[src/rtl/twr_pkg.sv]
package twr_pkg;
    localparam int BYTE_W = 8;

    typedef enum logic [2:0] {
        ST_IDLE = 3'd0,
        ST_RX   = 3'd1,
        ST_ACK  = 3'd2,
        ST_TX   = 3'd3,
        ST_MACK = 3'd4,
        ST_WAIT = 3'd5
    } st_e;

    typedef enum logic [1:0] {
        RL_DEV  = 2'd0,
        RL_SUB  = 2'd1,
        RL_DATA = 2'd2
    } role_e;
endpackage

[src/rtl/twr_line_filter.sv]
module twr_line_filter #(
    parameter int SYNC_STAGES = 2,
    parameter int FILT_DEPTH  = 3
) (
    input  logic clk,
    input  logic rst_n,
    input  logic raw_i,
    output logic filt_o
);
    typedef struct packed {
        logic [SYNC_STAGES-1:0] sync;
        logic [FILT_DEPTH-1:0]  hist;
        logic                   filt;
    } flt_t;

    flt_t q, d;

    always_comb begin
        d      = q;
        d.sync = {q.sync[SYNC_STAGES-2:0], raw_i};
        d.hist = {q.hist[FILT_DEPTH-2:0], q.sync[SYNC_STAGES-1]};
        if (&q.hist) begin
            d.filt = 1'b1;
        end else if (~|q.hist) begin
            d.filt = 1'b0;
        end
    end

    always_ff @(posedge clk or negedge rst_n) begin
        if (!rst_n) begin
            q <= '1;
        end else begin
            q <= d;
        end
    end

    assign filt_o = q.filt;
endmodule

[src/rtl/twr_bus_events.sv]
module twr_bus_events (
    input  logic clk,
    input  logic rst_n,
    input  logic scl,
    input  logic sda,
    output logic scl_rise,
    output logic scl_fall,
    output logic start_ev,
    output logic stop_ev
);
    typedef struct packed {
        logic scl;
        logic sda;
    } ev_t;

    ev_t q, d;

    always_comb begin
        d.scl = scl;
        d.sda = sda;
    end

    always_ff @(posedge clk or negedge rst_n) begin
        if (!rst_n) begin
            q <= '1;
        end else begin
            q <= d;
        end
    end

    assign scl_rise = scl & ~q.scl;
    assign scl_fall = ~scl & q.scl;
    assign start_ev = scl & q.scl & q.sda & ~sda;
    assign stop_ev  = scl & q.scl & ~q.sda & sda;
endmodule

[src/rtl/twr_slave_fsm.sv]
module twr_slave_fsm
    import twr_pkg::*;
#(
    parameter logic [6:0]        DEV_BASE = 7'b1000001,
    parameter int                SEL_BIT  = 1,
    parameter logic [BYTE_W-1:0] WO_LAST  = 8'h1F,
    parameter logic [BYTE_W-1:0] RO_FIRST = 8'h20,
    parameter logic [BYTE_W-1:0] RO_LAST  = 8'h2D
) (
    input  logic              clk,
    input  logic              rst_n,
    input  logic              sda,
    input  logic              scl_rise,
    input  logic              scl_fall,
    input  logic              start_ev,
    input  logic              stop_ev,
    input  logic              addr_sel,
    input  logic [BYTE_W-1:0] rd_data,
    input  logic [BYTE_W-1:0] flag_set,
    output logic              sda_oe,
    output logic              wr_en,
    output logic [BYTE_W-1:0] wr_addr,
    output logic [BYTE_W-1:0] wr_data,
    output logic [BYTE_W-1:0] rd_addr,
    output logic [BYTE_W-1:0] flags_o
);
    localparam logic [6:0]        SEL_MASK = 7'b1 << SEL_BIT;
    localparam logic [BYTE_W-1:0] CLR_REG  = WO_LAST;
    localparam logic [BYTE_W-1:0] FLAG_REG = RO_FIRST;

    typedef struct packed {
        st_e               st;
        role_e             role;
        logic [3:0]        cnt;
        logic [BYTE_W-1:0] sh;
        logic [BYTE_W-1:0] ptr;
        logic              rw;
        logic              oe;
        logic [BYTE_W-1:0] flags;
        logic              wr_en;
        logic [BYTE_W-1:0] wr_addr;
        logic [BYTE_W-1:0] wr_data;
    } fsm_t;

    fsm_t q, d;

    logic [6:0]        dev;
    logic              ro_hit;
    logic              ack;
    logic [BYTE_W-1:0] clr;
    logic [BYTE_W-1:0] tx_val;

    always_comb begin
        d       = q;
        d.wr_en = 1'b0;
        ack     = 1'b0;
        clr     = '0;
        dev     = DEV_BASE | (addr_sel ? SEL_MASK : 7'b0);
        ro_hit  = (q.ptr >= RO_FIRST) && (q.ptr <= RO_LAST);
        tx_val  = !ro_hit ? '1 : ((q.ptr == FLAG_REG) ? q.flags : rd_data);

        if (stop_ev) begin
            d.st  = ST_IDLE;
            d.oe  = 1'b0;
            d.cnt = '0;
        end else if (start_ev) begin
            d.st   = ST_RX;
            d.role = RL_DEV;
            d.oe   = 1'b0;
            d.cnt  = '0;
        end else begin
            case (q.st)
                ST_RX: begin
                    if (scl_rise && q.cnt < 4'd8) begin
                        d.sh  = {q.sh[BYTE_W-2:0], sda};
                        d.cnt = q.cnt + 4'd1;
                    end else if (scl_fall && q.cnt == 4'd8) begin
                        case (q.role)
                            RL_DEV: begin
                                if (q.sh[7:1] == dev) begin
                                    d.rw = q.sh[0];
                                    ack  = !q.sh[0] || ro_hit;
                                end
                            end
                            RL_SUB: begin
                                if (q.sh <= RO_LAST) begin
                                    ack   = 1'b1;
                                    d.ptr = q.sh;
                                end
                            end
                            default: begin
                                if (q.ptr <= WO_LAST) begin
                                    ack   = 1'b1;
                                    d.ptr = q.ptr + 8'd1;
                                    if (q.ptr == CLR_REG) begin
                                        clr = q.sh;
                                    end else begin
                                        d.wr_en   = 1'b1;
                                        d.wr_addr = q.ptr;
                                        d.wr_data = q.sh;
                                    end
                                end
                            end
                        endcase
                        d.st  = ack ? ST_ACK : ST_WAIT;
                        d.oe  = ack;
                        d.cnt = '0;
                    end
                end
                ST_ACK: begin
                    if (scl_fall) begin
                        d.cnt = '0;
                        if (q.role == RL_DEV && q.rw) begin
                            d.st = ST_TX;
                            d.sh = tx_val;
                            d.oe = ~tx_val[BYTE_W-1];
                        end else begin
                            d.st   = ST_RX;
                            d.oe   = 1'b0;
                            d.role = (q.role == RL_DEV) ? RL_SUB : RL_DATA;
                        end
                    end
                end
                ST_TX: begin
                    if (scl_rise) begin
                        d.cnt = q.cnt + 4'd1;
                    end else if (scl_fall) begin
                        if (q.cnt == 4'd8) begin
                            d.st  = ST_MACK;
                            d.oe  = 1'b0;
                            d.cnt = '0;
                            d.ptr = q.ptr + 8'd1;
                        end else begin
                            d.sh = {q.sh[BYTE_W-2:0], 1'b1};
                            d.oe = ~q.sh[BYTE_W-2];
                        end
                    end
                end
                ST_MACK: begin
                    if (scl_rise) begin
                        if (sda) begin
                            d.st = ST_WAIT;
                        end else begin
                            d.cnt = 4'd1;
                        end
                    end else if (scl_fall && q.cnt == 4'd1) begin
                        d.st  = ST_TX;
                        d.sh  = tx_val;
                        d.oe  = ~tx_val[BYTE_W-1];
                        d.cnt = '0;
                    end
                end
                default: ;
            endcase
        end

        d.flags = (q.flags & ~clr) | flag_set;
    end

    always_ff @(posedge clk or negedge rst_n) begin
        if (!rst_n) begin
            q <= '0;
        end else begin
            q <= d;
        end
    end

    assign sda_oe  = q.oe;
    assign wr_en   = q.wr_en;
    assign wr_addr = q.wr_addr;
    assign wr_data = q.wr_data;
    assign rd_addr = q.ptr;
    assign flags_o = q.flags;
endmodule

[src/rtl/twr_reg_slave.sv]
module twr_reg_slave
    import twr_pkg::*;
#(
    parameter int                SYNC_STAGES = 2,
    parameter int                FILT_DEPTH  = 3,
    parameter logic [6:0]        DEV_BASE    = 7'b1000001,
    parameter int                SEL_BIT     = 1,
    parameter logic [BYTE_W-1:0] WO_LAST     = 8'h1F,
    parameter logic [BYTE_W-1:0] RO_FIRST    = 8'h20,
    parameter logic [BYTE_W-1:0] RO_LAST     = 8'h2D
) (
    input  logic              clk,
    input  logic              rst_n,
    input  logic              scl_i,
    input  logic              sda_i,
    output logic              sda_oe,
    input  logic              addr_sel,
    output logic              wr_en,
    output logic [BYTE_W-1:0] wr_addr,
    output logic [BYTE_W-1:0] wr_data,
    output logic [BYTE_W-1:0] rd_addr,
    input  logic [BYTE_W-1:0] rd_data,
    input  logic [BYTE_W-1:0] flag_set
);
    localparam int N_LINES = 2;

    logic [N_LINES-1:0] raw_lines;
    logic [N_LINES-1:0] flt_lines;
    logic               scl_flt, sda_flt;
    logic               scl_rise, scl_fall, start_ev, stop_ev;
    logic [BYTE_W-1:0]  flags_w;

    assign raw_lines = {sda_i, scl_i};

    for (genvar g = 0; g < N_LINES; g++) begin : g_line
        twr_line_filter #(
            .SYNC_STAGES(SYNC_STAGES),
            .FILT_DEPTH (FILT_DEPTH)
        ) u_flt (
            .clk   (clk),
            .rst_n (rst_n),
            .raw_i (raw_lines[g]),
            .filt_o(flt_lines[g])
        );
    end

    assign scl_flt = flt_lines[0];
    assign sda_flt = flt_lines[1];

    twr_bus_events u_ev (
        .clk     (clk),
        .rst_n   (rst_n),
        .scl     (scl_flt),
        .sda     (sda_flt),
        .scl_rise(scl_rise),
        .scl_fall(scl_fall),
        .start_ev(start_ev),
        .stop_ev (stop_ev)
    );

    twr_slave_fsm #(
        .DEV_BASE(DEV_BASE),
        .SEL_BIT (SEL_BIT),
        .WO_LAST (WO_LAST),
        .RO_FIRST(RO_FIRST),
        .RO_LAST (RO_LAST)
    ) u_fsm (
        .clk     (clk),
        .rst_n   (rst_n),
        .sda     (sda_flt),
        .scl_rise(scl_rise),
        .scl_fall(scl_fall),
        .start_ev(start_ev),
        .stop_ev (stop_ev),
        .addr_sel(addr_sel),
        .rd_data (rd_data),
        .flag_set(flag_set),
        .sda_oe  (sda_oe),
        .wr_en   (wr_en),
        .wr_addr (wr_addr),
        .wr_data (wr_data),
        .rd_addr (rd_addr),
        .flags_o (flags_w)
    );
endmodule

[config.mk]
export PLATFORM = sky130hd
export DESIGN_NAME = twr_reg_slave
export DESIGN_NICKNAME = d
export VERILOG_FILES = /design/src/rtl/twr_pkg.sv /design/src/rtl/twr_line_filter.sv /design/src/rtl/twr_bus_events.sv /design/src/rtl/twr_slave_fsm.sv /design/src/rtl/twr_reg_slave.sv
export SDC_FILE = /design/constraint.sdc
export NUM_CORES = 1
export LEC_CHECK = 0
export BUFFER_PORTS_ARGS = -buffer_cell sky130_fd_sc_hd__buf_2
export CAP_MARGIN = 25
export CORE_MARGIN = 2
export CORE_UTILIZATION = 55
export CTS_CLUSTER_SIZE = 28
export DETAILED_ROUTE_END_ITERATION = 6
export GPL_ROUTABILITY_DRIVEN = 0
export GPL_TIMING_DRIVEN = 0
export PLACE_DENSITY = 0.75
export SYNTH_ARGS = -nofsm -noshare
export SYNTH_HDL_FRONTEND = slang
export SYNTH_SLANG_ARGS = --single-unit
[constraint.sdc]
create_clock -name clk -period 6.9 [get_ports clk]
set_clock_uncertainty 0.15 [all_clocks]
set_input_delay 1.035 -clock clk [delete_from_list [all_inputs] [get_ports clk]]
set_output_delay 1.035 -clock clk [all_outputs]
set_load 0.03 [all_outputs]
==> run metrics, run 1 <==
Critical Path Stages=7; Setup TNS=0 ns; worst-path cell with the longest stage delay=a2111oi_4; post-CTS setup buffer count=0; flops & latches, synth=between 60 and 70; TritonRoute pass-1 iters=4; dpl cell area=roughly 0.004 mm2; Post-synth EDFFs=0; Layout area overhead=14.54%; library cells used by synthesis=between 50 and 60; crit end category=flop; Longest Clk Path Bufs=2; worst r2r path cells=7; most common cell in the netlist=dfrtp_1; global-route usage over all layers=0.2207; Clk network pwr share=0.288; Psw=a little under 400 uW; Slew headroom=0.4648; Antenna Cells=0; PwrDens=between 200 and 300 mW/mm2; dpl hpwl=between 5000 and 6000 um; Worst-Margin Slew=approximately 0.8 ns; Fillers=approximately 530; Clock Sinks=between 60 and 70; crit-path max FO=8; port bufs=46; final hold vios=0; element type at the critical path start=flop; top cells by area, synth=dfrtp_1 (36%), dfstp_2 (10%), mux2_2 (5.5%); # nets final=444; RSZ-0062 raised after global routing=false; Mean Syn Cell Area=approximately 10 um2; Syn Std Cell Area=~0.0037 mm2; Int Power=~750 uW; DRT Wirelength=between 7000 and 8000 um; critical path class=flop to flop; sequential area share after synthesis=0.4565; Rows=29; H-tree levels=3; WHS Path Cells=0; Worst Path Buf+Inv=2; Placement Setup Slack=between 3 and 4 ns; period utilisation layout=0.4350; post-synthesis cell count=356; Die W=around 86 um; via count=2825; first-pass GRT wire length=approximately 13000 um; WL per Instance=approximately 15 um; worst path arrival time=3.09 ns; share of cells above drive strength 1=0.3445; Comb power frac=0.274; vias in the first global route=around 2800; setup violators final=0; crit path time final=3.002 ns; clock-pin slew on the worst setup and hold paths=around 0.07 ns; fin area=approximately 0.0042 mm2; I/O pins=47; Fmax achieved=333.1 MHz; post-route ant nets=0; max incr delay on CP=approximately 0.70 ns; Post-synth ARST share=1.000; # resized after CTS=0; hold buffer count at CTS=0; Syn Nets=slightly below 400; grt total ovfl=0; Sequential Power Share=0.439; HP Class=flop to flop; CP Data Required Time=around 7.0 ns; MaxCap Viol Count=0; pins over their slew limit=0; top cell type's share of synthesized area=0.3559; Initial Util=0.5725; family with the most delay on the worst path=compound AO/OA/AOI/OAI gates; LEAKAGE=2.011 nW; initial DRC count=121; CTS tree=built; switching portion of total power=0.3416; Post-route DRC=0; Synth top cells by count=dfrtp_1 (52), a21oi_1 (34), nand2_1 (31); core area=about 0.0064 mm2; Root Buffer=clkbuf_8; initial antenna violation count=0; largest net degree at the start of global routing=between 60 and 70; Final Worst Setup Slack=3.898 ns; critical-path cell list=ha_1 > clkbuf_1 > inv_1 > a2111oi_0 > a21oi_1 > a2111oi_4 > mux2_2; Die Y=about 86 um; clk_lat worst skew=~0.34 ns; die area=0.007315 mm2; Synth area leader=dfrtp_1; Inserted Clock Buffers=9; via/cell ratio=between 5 and 6; Synth Warn #=0; Peak VDD IR=approximately 0.19 mV; Util after Layout=0.6558; Main synth FF type=dfrtp_1; run status=finished clean
## registers in the layout, indices dropped and copies added, names as in the netlist
register             flops
u_fsm.wr_addr            8
u_ev.q                   2
u_fsm.sda_oe             1
g_line.u_flt.filt_o      2
u_fsm.wr_en              1
g_line.u_flt.q           2
g_line.u_flt.d           8
u_fsm.wr_data            8
u_fsm.q                 18
u_fsm.rd_addr            8
u_fsm.flags_o            8
## layer usage
metal	GRT usage	wire length, um
met1	0.3010	3525
met2	0.3459	3554
met3	0.04139	351
met4	0.09812	110
met5	0	0
## placed cells by master, fill, tap and decap left out, types with 3 or more instances in the layout
cell type  netlist  layout
nand3_1         13      13
nor2_1          23      23
nand2_1         31      31
nand2b_1         5       5
dfstp_2         14      14
buf_6            3       3
o22ai_1          5       5
a21boi_0         3       3
o21ai_0         16      16
nor3_1           4       4
nand4_1          3       3
clkbuf_1         3       3
and2_1           5       5
buf_2            4      49
dfrtp_1         52      52
a21oi_1         34      34
mux2i_1         12      12
nand3b_1         4       4
ha_1            10      10
mux2_4           6       6
buf_4           24      25
inv_1           17      17
a21o_1           8       8
or4b_2           3       3
mux2_2          18      18
clkbuf_8         0      10
## layout make-up
type	count	area [um2]	area share
plain buffers	35	250.2	0.05975
clock buffers	10	137.6	0.03287
clock inverters	6	65.06	0.01554
inverters	17	63.81	0.01524
multi-input cells	238	1673	0.3995
flip-flops and latches	66	1669	0.3986
well taps	77	96.34	0.02301
repair buffers	46	232.7	0.05557
## worst paths after layout
check	start	end	slack, ns
hold / removal	g_line[0].u_flt.d[5]	g_line[0].u_flt.d[1]	0.21
max in group asynchronous	rst_n	u_fsm.q[51]	5.44
setup / recovery	u_ev.q[1]	u_fsm.q[38]	3.90
hold reg to reg	g_line[0].u_flt.d[5]	g_line[0].u_flt.d[1]	0.21
setup reg to reg	u_ev.q[1]	u_fsm.q[38]	3.90
min in group asynchronous	rst_n	u_fsm.wr_addr[5]	0.61
## power by group through the flow
| stage | logic (mW) | clock network (mW) | registers (mW) |
|---|---|---|---|
| 2_1_floorplan | 0.237 | 0 | 0.482 |
| 3_3_place_gp | 0.299 | 0 | 0.502 |
| 3_5_place_dp | 0.307 | 0 | 0.504 |
| 4_1_cts | 0.309 | 0.332 | 0.496 |
| 5_1_grt | 0.347 | 0.346 | 0.505 |
| 6_report | 0.310 | 0.326 | 0.497 |
## kinds of logic (layout without fill, tap and decap cells)
kind of cell,Yosys count,count (layout),share of synthesized area
adders and majority gates,10,10,0.03422
AOI/OAI and AO/OA,83,83,0.1437
DFF,66,66,0.4565
and+or+nand+nor,107,107,0.1619
muxes,36,36,0.1129
xor gates and xnor gates,2,2,0.004792
buffers and inverters,52,114,0.08590
## worst reg2reg max path: cells and delay by family (launching register included)
kind,cells,cell delay (ns)
AO/OA/AOI/OAI,3,1.23
flip-flops,1,0.55
buffers and inverters,2,0.41
multiplexers,1,0.41
adder cells (fa/ha/maj),1,0.14
## stage by stage
| stage | hold WS [ns] | std cells | power [mW] |
|---|---|---|---|
| 3_5_place_dp | 0.1973 | 479 | 0.8110 |
| 6_report | 0.2086 | 495 | 1.133 |
| 5_1_grt | 0.2151 | 495 | 1.198 |
| 3_3_place_gp | 0.1979 | 479 | 0.8008 |
| 4_1_cts | 0.2111 | 495 | 1.137 |
| 2_1_floorplan | 0.1952 | 356 | 0.7187 |
Power figures use the tool's default switching activity.
==> inputs of run 2 (changes only) <==
- CORE_UTILIZATION: 55 -> 52
- clock period: 6.9 -> 2.4 ns (I/O delays scaled with it)
==> run metrics, run 2 (synthesized netlist as in run 1, its figures left out) <==
Slew headroom=0.4676; failing checks=setup timing; PwrDens=approximately 730 mW/mm2; switching portion of total power=0.3645; via/cell ratio=approximately 5.5; element type at the critical path start=flop; share of cells above drive strength 1=0.4357; largest net degree at the start of global routing=67; TritonRoute pass-1 iters=6; Biggest register=u_fsm.q; crit path time final=~2.4 ns; family with the most delay on the worst path=simple AND/OR/NAND/NOR gates; dpl hpwl=5320 um; I/O pins=47; global-route usage over all layers=0.2233; Comb power frac=0.328; vias in the first global route=2736; CP Data Required Time=around 2.5 ns; Peak VDD IR=0.4953 mV; worst path arrival time=2.50 ns; post-route ant nets=0; Post-route DRC=0; Longest Clk Path Bufs=2; commonest non-fill, non-tap cell in the layout=dfrtp_1; final hold vios=0; crit end category=flop; Int Power=~2.1 mW; MaxCap Viol Count=0; initial DRC count=approximately 260; initial antenna violation count=0; Antenna Cells=0; Rows=30; worst-path cell with the longest stage delay=dfstp_2; Worst Path Buf+Inv=2; CTS tree=built; Placement Setup Slack=-0.3672 ns; # nets final=around 470; Final Worst Setup Slack=-0.01038 ns; max incr delay on CP=~0.55 ns; clock-pin slew on the worst setup and hold paths=about 0.07 ns; Worst-Margin Slew=around 0.80 ns; run status=finished with violations; Psw=1.211 mW; clk_lat worst skew=between 0.3 and 0.4 ns; Clock Sinks=66; Layout area overhead=25.22%; Initial Util=0.5381; first-pass GRT wire length=~13000 um; core area=0.006794 mm2; commonest non-fill, non-tap cells in the layout=dfrtp_1 (48), buf_2 (47), buf_4 (43), a21oi_1 (30), nand2_1 (29); Clk network pwr share=0.240; Sequential Power Share=0.432; placed cells=around 500; H-tree levels=3; grt total ovfl=0; port bufs=46; Die W=a little under 90 um; pins over their slew limit=0; critical path class=flop to flop; Root Buffer=clkbuf_8; period utilisation layout=1.004; critical-path cell list=buf_6 > ha_4 > nand4b_1 > or3_4 > nor3_4 > nand2_4 > buf_8 > mux2_4; WL per Instance=around 15 um; DRT Wirelength=around 8300 um; final non-filler cell total=539; die area=~0.0077 mm2; via count=about 3000; Inserted Clock Buffers=9; Die Y=about 90 um; RSZ-0062 raised after global routing=true; LEAKAGE=2.151 nW; Fillers=between 500 and 600; HP Class=input port to flop; max FFs per register=18; setup violators final=5; crit-path max FO=5; Fmax achieved=roughly 410 MHz
run 2: final cells by class:
type	instances	area, um2	share of cell area
repair buffers	73	481.7	0.1052
flip-flops and latches	66	1674	0.3657
well taps	96	120.1	0.02624
multi-input cells	238	1824	0.3985
clock buffers	11	131.4	0.02870
clock inverters	5	31.28	0.006832
inverters	17	66.31	0.01448
plain buffers	33	249.0	0.05439
run 2: layer usage:
metal  share of wire  vias to the layer above  global-route usage  routed length [um]
li1                -                     1406                   -                   -
met1            0.44                     1422              0.3098                3633
met2            0.48                      141              0.3444                4001
met3           0.064                       22             0.04241                 530
met4           0.019                        0             0.09510                 156
met5               0                        -                   0                   0
run 2: what timing repair did:
| action | CTS | global route |
|---|---|---|
| hold endpoints to repair | 54 | 0 |
| gates resized for setup | 30 | 22 |
| setup endpoints to repair | 44 | 45 |
| hold buffers | 3 | 0 |
| gates cloned | 1 | 0 |
| pin swaps | 8 | 7 |
| setup buffers | 12 | 11 |
run 2: power groups by stage:
stage / clock network (mW) / registers, mW / logic, mW
6_report: 0.797 / 1.44 / 1.09
5_1_grt: 0.860 / 1.45 / 1.18
4_1_cts: 0.815 / 1.42 / 1.00
3_5_place_dp: 0 / 1.45 / 0.880
3_3_place_gp: 0 / 1.44 / 0.858
2_1_floorplan: 0 / 1.39 / 0.681
run 2: final timing paths:
kind | slack, ns | from | cells after the start | to
max | -0.01 | u_ev.q[1] | 8 | u_fsm.wr_addr[3]
min | 0.03 | flag_set[4] | 2 | u_fsm.flags_o[4]
max reg2reg | -0.01 | u_ev.q[1] | 8 | u_fsm.wr_addr[3]
min reg2reg | 0.21 | g_line[1].u_flt.d[5] | 0 | g_line[1].u_flt.d[1]
max in group asynchronous | 1.05 | rst_n | 2 | u_fsm.rd_addr[0]
min in group asynchronous | 0.48 | rst_n | 2 | u_fsm.flags_o[3]
run 2: per-stage QoR:
| step | setup TNS (ns) | power [mW] | util | instance area (um2) | hold WS, ns |
|---|---|---|---|---|---|
| 2_1_floorplan | -0.01715 | 2.067 | - | 3659 | -0.08559 |
| 3_3_place_gp | -6.164 | 2.300 | 0.5901 | 4009 | 0.1975 |
| 3_5_place_dp | -7.886 | 2.328 | 0.5904 | 4011 | 0.1968 |
| 4_1_cts | -0.4061 | 3.239 | 0.6529 | 4436 | 0.02504 |
| 5_1_grt | -0.5911 | 3.488 | 0.6738 | 4578 | 0.03370 |
| 6_report | -0.03141 | 3.323 | 0.6738 | 4578 | 0.03475 |
==> inputs of run 3 (changes only) <==
- ABC_AREA: unset -> 1
- CORE_UTILIZATION: 52 -> 53
- PLACE_DENSITY: 0.75 -> 0.76
==> run metrics, run 3 <==
flops & latches, synth=between 60 and 70; I/O pins=47; hold buffer count at CTS=3; run status=finished clean; Sequential Power Share=0.338; largest net degree at the start of global routing=67; period utilisation layout=0.8974; commonest non-fill, non-tap cell in the layout=nand2_1; first-pass GRT wire length=15060 um; port bufs=46; initial antenna violation count=0; Die Y=between 90 and 100 um; RSZ-0062 raised after global routing=false; Comb power frac=0.449; Slew headroom=0.4553; Synth top cells by count=nand2_1 (130), dfrtp_1 (52), inv_1 (51); Peak VDD IR=between 0.4 and 0.5 mV; die area=~0.008 mm2; via count=between 3000 and 4000; worst path arrival time=2.24 ns; dpl hpwl=approximately 6300 um; Fillers=between 600 and 700; H-tree levels=3; PwrDens=~960 mW/mm2; beginning of the worst hold path=flag_set[4]; share of cells above drive strength 1=0.2661; post-route ant nets=0; placed cells=approximately 660; WL per Instance=around 13 um; post-synthesis cell count=a little over 500; global-route usage over all layers=0.2278; Setup TNS=0 ns; worst reg2reg startpoint=u_fsm.q[43]; Syn Std Cell Area=just under 0.004 mm2; commonest non-fill, non-tap cells in the layout=nand2_1 (130), buf_2 (53), dfrtp_1 (52), inv_1 (51), nor2_1 (47); initial DRC count=roughly 230; via/cell ratio=5.105; Fmax achieved=around 460 MHz; Min Hold Slack=0.04773 ns; Clk network pwr share=0.213; Util after Layout=0.6278; Synth Warn #=0; post-CTS setup buffer count=0; Biggest register=u_fsm.q; Inserted Clock Buffers=9; Post-synth ARST share=1.000; CP Data Required Time=between 2 and 2.5 ns; # resized after CTS=0; Post-synth EDFFs=0; critical path class=flop to flop; Mean Syn Cell Area=around 7.7 um2; Psw=just under 2 mW; top cell type's share of synthesized area=0.3295; Worst-Margin Slew=0.8170 ns; grt total ovfl=0; Int Power=between 2 and 2.5 mW; clock-pin slew on the worst setup and hold paths=around 0.08 ns; Initial Util=0.5473; crit end category=flop; clk_lat worst skew=roughly 0.35 ns; TritonRoute pass-1 iters=5; Post-route DRC=0; Main synth FF type=dfrtp_1; crit-path max FO=10; Critical Path Start=u_fsm.q[43]; vias in the first global route=between 3000 and 4000; setup violators final=0; DRT Wirelength=8819 um; sequential area share after synthesis=0.4227; Root Buffer=clkbuf_8; switching portion of total power=0.4445; Longest Clk Path Bufs=2; LEAKAGE=about 2.5 nW; final non-filler cell total=674; crit path time final=approximately 2.2 ns; CTS tree=built; Die W=roughly 90 um; max FFs per register=18; Syn Nets=between 500 and 600; MaxCap Viol Count=0; final hold vios=0; top cells by area, synth=dfrtp_1 (33%), nand2_1 (12%), dfstp_2 (9.3%); Rows=31; core area=roughly 0.0072 mm2; pins over their slew limit=0; HP Class=input port to flop; Clock Sinks=66; Antenna Cells=0; element type at the critical path start=flop; Overall Power=roughly 4.3 mW; # nets final=around 600; most common cell in the netlist=nand2_1; Synth area leader=dfrtp_1; Layout area overhead=14.70%; library cells used by synthesis=34
-- run 3: critical path, stage by stage (launching register included) --
cell     delay (ns)
dfrtp_1        0.45
inv_1          0.10
ha_1           0.14
nand2_1        0.05
nor2_2         0.19
nand2_2        0.16
nor3_4         0.26
nand3_1        0.16
buf_2          0.24
nand2_1        0.08
o21ai_1        0.06
-- run 3: final timing paths --
kind / to / slack (ns) / cells after the start
setup / recovery: u_fsm.wr_addr[4] / 0.25 / 10
max in group asynchronous: u_fsm.q[38] / 1.07 / 2
min in group asynchronous: u_fsm.wr_addr[7] / 0.49 / 2
hold / removal: u_fsm.flags_o[4] / 0.05 / 2
hold reg to reg: g_line[1].u_flt.d[1] / 0.21 / 0
setup reg to reg: u_fsm.wr_addr[4] / 0.25 / 10
-- run 3: power by group through the flow --
| stage | logic (mW) | clock network (mW) | registers (mW) |
|---|---|---|---|
| after floorplan | 1.50 | 0 | 1.44 |
| after global placement | 1.87 | 0 | 1.47 |
| after detailed placement | 1.91 | 0 | 1.48 |
| after CTS | 1.93 | 0.942 | 1.47 |
| after global routing | 2.19 | 0.989 | 1.49 |
| final | 1.95 | 0.927 | 1.47 |
-- run 3: layout make-up --
class | instances | area [um2] | share of cell area
Multi-Input combinational cell | 348 | 1804 | 0.3983
Sequential cell | 66 | 1669 | 0.3685
Timing Repair Buffer | 49 | 262.8 | 0.05801
Buffer | 35 | 246.5 | 0.05442
Inverter | 61 | 229.0 | 0.05055
Clock buffer | 14 | 183.9 | 0.04061
Tap cell | 99 | 123.9 | 0.02735
Clock inverter | 2 | 10.01 | 0.002210
-- run 3: routing by layer --
layer,GRT usage,wire length [um],vias up
met2,0.3703,4132,119
met5,0,0,-
met1,0.2922,3941,1565
met4,0.1154,269,0
met3,0.04257,476,27
li1,-,-,1730
-- run 3: metrics by stage --
| step | cell area (um2) | setup WS (ns) |
|---|---|---|
| after floorplan | 3949 | 0.5326 |
| after global placement | 4303 | 0.3116 |
| after detailed placement | 4305 | 0.2625 |
| after CTS | 4529 | 0.2524 |
| after global routing | 4529 | 0.05872 |
| final | 4529 | 0.2464 |
-- run 3: logic make-up after synthesis --
logic type      Yosys count  share of synthesized area
xor+xnor                  6                    0.01331
compound gates           77                     0.1172
flops                    66                     0.4227
buf+inv                  96                     0.1204
fa+ha+maj                10                    0.03169
simple gates            255                     0.2947
